### src/rtl/ioport_pkg.sv
package ioport_pkg;
  typedef enum logic [1:0] {
    SEL_NONE = 2'd0,
    SEL_DIR  = 2'd1,
    SEL_DAT  = 2'd2
  } port_sel_e;
endpackage

### src/rtl/ioport_decode.sv
module ioport_decode
  import ioport_pkg::*;
#(
  parameter int unsigned ADDR_W   = 16,
  parameter int unsigned DIR_ADDR = 0,
  parameter int unsigned DAT_ADDR = 1
) (
  input  logic              valid_i,
  input  logic [ADDR_W-1:0] addr_i,
  output port_sel_e         sel_o,
  output logic              hit_o
);
  localparam logic [ADDR_W-1:0] DirA = ADDR_W'(DIR_ADDR);
  localparam logic [ADDR_W-1:0] DatA = ADDR_W'(DAT_ADDR);

  always_comb begin
    sel_o = SEL_NONE;
    if (valid_i) begin
      if (addr_i == DirA)      sel_o = SEL_DIR;
      else if (addr_i == DatA) sel_o = SEL_DAT;
    end
  end

  assign hit_o = (sel_o != SEL_NONE);
endmodule

### src/rtl/ioport_regs.sv
module ioport_regs
  import ioport_pkg::*;
#(
  parameter int unsigned PORT_W = 6,
  parameter int unsigned DATA_W = 8
) (
  input  logic              clk_i,
  input  logic              rst_ni,
  input  logic              wr_i,
  input  port_sel_e         sel_i,
  input  logic [DATA_W-1:0] wdata_i,
  output logic [PORT_W-1:0] dir_o,
  output logic [PORT_W-1:0] dat_o
);
  logic unused_hi;
  assign unused_hi = ^wdata_i[DATA_W-1:PORT_W];

  always_ff @(posedge clk_i or negedge rst_ni) begin
    if (!rst_ni) begin
      dir_o <= '0;
      dat_o <= '0;
    end else if (wr_i) begin
      if (sel_i == SEL_DIR) dir_o <= wdata_i[PORT_W-1:0];
      if (sel_i == SEL_DAT) dat_o <= wdata_i[PORT_W-1:0];
    end
  end
endmodule

### src/rtl/ioport_pinmux.sv
module ioport_pinmux
  import ioport_pkg::*;
#(
  parameter int unsigned PORT_W = 6,
  parameter int unsigned DATA_W = 8,
  parameter int unsigned MAP_W  = 3
) (
  input  logic              clk_i,
  input  logic              rst_ni,
  input  logic              rd_i,
  input  port_sel_e         sel_i,
  input  logic [PORT_W-1:0] dir_i,
  input  logic [PORT_W-1:0] dat_i,
  input  logic [PORT_W-1:0] pin_i,
  output logic [PORT_W-1:0] pin_oe_o,
  output logic [PORT_W-1:0] pin_out_o,
  output logic [MAP_W-1:0]  map_sel_o,
  output logic [DATA_W-1:0] rdata_o
);
  logic [PORT_W-1:0] pin_q;
  logic [PORT_W-1:0] line_rd;

  always_ff @(posedge clk_i or negedge rst_ni) begin
    if (!rst_ni) pin_q <= '0;
    else         pin_q <= pin_i;
  end

  for (genvar k = 0; k < PORT_W; k++) begin : g_line
    assign line_rd[k] = dir_i[k] ? dat_i[k] : pin_q[k];
  end

  // input-configured banking lines float high toward the decoder
  for (genvar m = 0; m < MAP_W; m++) begin : g_map
    assign map_sel_o[m] = dir_i[m] ? dat_i[m] : 1'b1;
  end

  assign pin_oe_o  = dir_i;
  assign pin_out_o = dat_i;

  always_comb begin
    rdata_o = '0;
    if (rd_i) begin
      case (sel_i)
        SEL_DIR: rdata_o = DATA_W'(dir_i);
        SEL_DAT: rdata_o = DATA_W'(line_rd);
        default: rdata_o = '0;
      endcase
    end
  end
endmodule

### src/rtl/cpu_io_port.sv
module cpu_io_port
  import ioport_pkg::*;
#(
  parameter int unsigned PORT_W   = 6,
  parameter int unsigned ADDR_W   = 16,
  parameter int unsigned DATA_W   = 8,
  parameter int unsigned MAP_W    = 3,
  parameter int unsigned DIR_ADDR = 0,
  parameter int unsigned DAT_ADDR = 1
) (
  input  logic              clk_i,
  input  logic              rst_ni,
  input  logic              bus_valid_i,
  input  logic              bus_we_i,
  input  logic [ADDR_W-1:0] addr_i,
  input  logic [DATA_W-1:0] wdata_i,
  output logic [DATA_W-1:0] rdata_o,
  output logic              port_hit_o,
  input  logic [PORT_W-1:0] pin_in_i,
  output logic [PORT_W-1:0] pin_out_o,
  output logic [PORT_W-1:0] pin_oe_o,
  output logic [MAP_W-1:0]  map_sel_o
);
  port_sel_e         sel;
  logic              hit;
  logic [PORT_W-1:0] dir_q;
  logic [PORT_W-1:0] dat_q;

  ioport_decode #(
    .ADDR_W(ADDR_W), .DIR_ADDR(DIR_ADDR), .DAT_ADDR(DAT_ADDR)
  ) u_decode (
    .valid_i(bus_valid_i), .addr_i(addr_i), .sel_o(sel), .hit_o(hit)
  );

  ioport_regs #(.PORT_W(PORT_W), .DATA_W(DATA_W)) u_regs (
    .clk_i(clk_i), .rst_ni(rst_ni), .wr_i(hit & bus_we_i), .sel_i(sel),
    .wdata_i(wdata_i), .dir_o(dir_q), .dat_o(dat_q)
  );

  ioport_pinmux #(.PORT_W(PORT_W), .DATA_W(DATA_W), .MAP_W(MAP_W)) u_pinmux (
    .clk_i(clk_i), .rst_ni(rst_ni), .rd_i(hit & ~bus_we_i), .sel_i(sel),
    .dir_i(dir_q), .dat_i(dat_q), .pin_i(pin_in_i),
    .pin_oe_o(pin_oe_o), .pin_out_o(pin_out_o), .map_sel_o(map_sel_o),
    .rdata_o(rdata_o)
  );

  assign port_hit_o = hit;
endmodule

### config.mk
export PLATFORM = sky130hd
export DESIGN_NAME = cpu_io_port
export DESIGN_NICKNAME = d
export VERILOG_FILES = /design/src/rtl/ioport_pkg.sv /design/src/rtl/ioport_decode.sv /design/src/rtl/ioport_regs.sv /design/src/rtl/ioport_pinmux.sv /design/src/rtl/cpu_io_port.sv
export SDC_FILE = /design/constraint.sdc
export NUM_CORES = 1
export LEC_CHECK = 0
export ABC_AREA = 1
export BUFFER_PORTS_ARGS = -buffer_cell sky130_fd_sc_hd__buf_2
export CAP_MARGIN = 20
export CORE_MARGIN = 10
export CORE_UTILIZATION = 44
export CTS_CLUSTER_DIAMETER = 150
export DETAILED_ROUTE_END_ITERATION = 10
export PLACE_DENSITY_LB_ADDON = 0.12
export SLEW_MARGIN = 0
export SYNTH_ARGS = -nofsm -noshare
export SYNTH_HDL_FRONTEND = slang
export SYNTH_HIERARCHICAL = 1
export SYNTH_SLANG_ARGS = --single-unit
### constraint.sdc
create_clock -name clk_i -period 1.92 [get_ports clk_i]
set_input_delay 0.192 -clock clk_i [delete_from_list [all_inputs] [get_ports clk_i]]
set_output_delay 0.192 -clock clk_i [all_outputs]
set_load 0.01 [all_outputs]
==> summary.md <==
| Metric | Value |
|---|---|
| GRT Residual Overflow | `0` |
| Count of clock tree sinks | `18` |
| Clock transition at path regs | `0.11 ns` |
| Crit Path Max Fanout | `6` |
| Vias per cell | `4.664` |
| Flops & latches, synth | `18` |
| DR iter-0 viols | `39` |
| Core Area | `2455 um^2` |
| CTS tree | `built` |
| Root buf cell | `clkbuf_4` |
| Post-Layout Inst Area | `1484 um^2` |
| Critical Path Max Stage Delay | `0.24 ns` |
| First-pass GRT wire length | `5112 um` |
| Post-DP Area | `1315 um^2` |
| Hold WC Path Type | `in -> reg` |
| Post-Route WL | `3037 um` |
| Pleak | `0.7574 nW` |
| Fmax | `550.4 MHz` |
| Worst clock skew | `0 ns` |
| DRC violations left | `0` |
| Gpl congestion | `0.7744` |
| Worst EP required | `1.73 ns` |
| Vias in the first global route | `1093` |
| Tot GR Track Use | `11.98%` |
| Crit path kind | `in -> out` |
| First drt pass iteration count | `4` |
| Starting Density | `45.51%` |
| Sequential cell area fraction in the yosys report | `40.31%` |
| Antenna violations before repair | `0` |
| Drt wl/cell | `13.09 um` |
| Die area | `4955 um^2` |
| CP cell instances | `buf_2 > nor2_2 > nand2_1 > nor2_1 > nand2_2 > nor2_4 > inv_2 > ha_4 > nor2_4 > nand2_1 > a21oi_1 > buf_2` |
| Power per Cell Area | `462.2 nW/um^2` |
| Max_cap viols | `0` |
| Largest net degree at the start of global routing | `19` |
| Status | `finished, final reports clean` |
| Final setup vio count | `0` |
| Core Util, Final | `60.45%` |
| Layout cells sized above 1 | `40.59%` |
| CP startpoint kind | `primary input` |
| Final HPWL DP | `2405 um` |
| Antenna-violating nets left | `0` |
| RSZ-0062 raised after global routing | `false` |
| Commonest cells after routing, fill and taps aside | `53 x buf_2, 45 x nand2_1, 18 x dfrtp_1, 16 x inv_1, 14 x nand4_1` |
| Nets@finish | `239` |
| Via count | `1082` |
| Synth Area per Inst | `7.449 um^2` |
| Mapped Area | `1117 um^2` |
| Die height | `70.39 um` |
| Cts bufs inserted | `3` |
| Final-report hold violation count | `0` |
| FP Rows | `18` |
| Worst skew pair latency | `0.29 ns` |
| Unique masters post-synth | `18` |
| Cell Count, Final, Fillers Out | `232` |
| Fin crit share | `94.62%` |
| N_diodes | `0` |
| Max VDD drop | `0.0003426 V` |
| Ports | `58` |
| Area growth syn-to-layout | `32.81%` |
| H-tree depth | `1` |
| Commonest non-fill, non-tap cell in the layout | `buf_2` |
| Setup_tns | `0 ns` |
| CP max stage cell | `ha_4` |
| Bufs on Longest Clock Path | `2` |
| Yosys warns | `6` |
| Die X-Extent | `70.39 um` |
| Final min period | `1.817 ns` |
| Crit end category | `primary output` |
| Count of final max-slew check failures | `0` |
| Placed cells | `219` |
| Worst Path Arrival | `1.62 ns` |
| Mapped Cells | `150` |
| Port bufs | `53` |
[synth_stat cells]
cell / n / area [um^2]
inv_2: 2 / 7.510
nand2_1: 46 / 172.7
nand4_1: 14 / 87.58
ha_1: 2 / 25.02
inv_1: 17 / 63.81
nor2_4: 1 / 11.26
dfrtp_1: 18 / 450.4
nand3_2: 3 / 30.03
nor2_1: 12 / 45.04
nand2_2: 3 / 18.77
buf_2: 3 / 15.01
buf_6: 1 / 11.26
nor2_2: 3 / 18.77
nand3_1: 3 / 15.01
conb_1: 1 / 3.750
and2_0: 1 / 6.260
a21oi_1: 6 / 30.03
buf_4: 14 / 105.1
[cells by family (layout without fill, tap and decap cells)]
| logic type | after synthesis | after routing | synth area share [%] |
|---|---|---|---|
| adders and majority gates | 2 | 2 | 2.239 |
| AOI/OAI and AO/OA | 6 | 6 | 2.688 |
| other | 1 | 2 | 0.3356 |
| and+or+nand+nor | 86 | 86 | 36.28 |
| DFF | 18 | 18 | 40.31 |
| buffers and inverters | 37 | 88 | 18.14 |
[final timing paths]
check	start	endpoint	slack, ns	depth (start not counted)
min in group asynchronous	rst_ni	u_pinmux/pin_q[0]	0.34	2
min	wdata_i[3]	u_regs/dat_o[3]	0.15	3
max in group asynchronous	rst_ni	u_regs/dat_o[2]	1.29	2
min reg2reg	u_regs/dat_o[1]	u_regs/dat_o[1]	0.53	2
max	addr_i[9]	rdata_o[0]	0.10	12
max reg2reg	u_regs/dir_o[0]	u_regs/dir_o[0]	1.24	2
[metrics by stage]
stage | setup slack [ns] | hold slack [ns] | total power, mW
floorplan | 0.3127 | -0.1036 | 0.4072
global placement | 0.06252 | 0.1426 | 0.4437
detailed placement | 0.03030 | 0.1446 | 0.4467
CTS | 0.01965 | 0.002036 | 0.6870
global route | 0.003688 | 0.1410 | 0.7203
finish | 0.1033 | 0.1538 | 0.6859
[routing by layer]
| layer | GRT usage [%] | share of wire [%] | up-vias |
|---|---|---|---|
| met5 | 0 | 0 | - |
| met4 | 2.632 | 0.30 | 0 |
| met3 | 5.791 | 9.8 | 2 |
| met2 | 19.26 | 47 | 40 |
| met1 | 13.95 | 43 | 480 |
| li1 | - | - | 560 |
[state kept, by name (all words and copies together), names as in the netlist]
register        cells
u_regs/dat_o        6
u_pinmux/pin_q      6
u_regs/dir_o        6
[layout make-up]
class | instances | area, um^2
sequential | 18 | 450.4
timing repair buffer | 65 | 372.9
inverter | 19 | 71.32
fill | 237 | 970.9
clock buffer | 4 | 36.28
multi-input combinational | 96 | 515.5
tap | 30 | 37.54
[repair_timing]
action | 4_1_cts | 5_1_grt
hold buffers | 5 | 2
pin swaps | 0 | 4
hold endpoints to repair | 22 | 2
gates resized for setup | 1 | 11
endpoints found under the setup margin | 2 | 6
buffers inserted | 0 | 2
[report_power, final]
group          internal [mW]  total [mW]  leakage (nW)  switching (mW)
Combinational         0.0356      0.0643         0.499          0.0287
Sequential             0.385       0.387         0.238         0.00180
Clock                  0.115       0.235        0.0210           0.119
[worst max-delay path: cells and delay by family]
| kind | cells | cell delay (ns) |
|---|---|---|
| simple gates | 7 | 0.77 |
| buf+inv | 3 | 0.30 |
| fa+ha+maj | 1 | 0.24 |
| compound gates | 1 | 0.12 |
No activity file was read; power rests on OpenSTA's default activity.
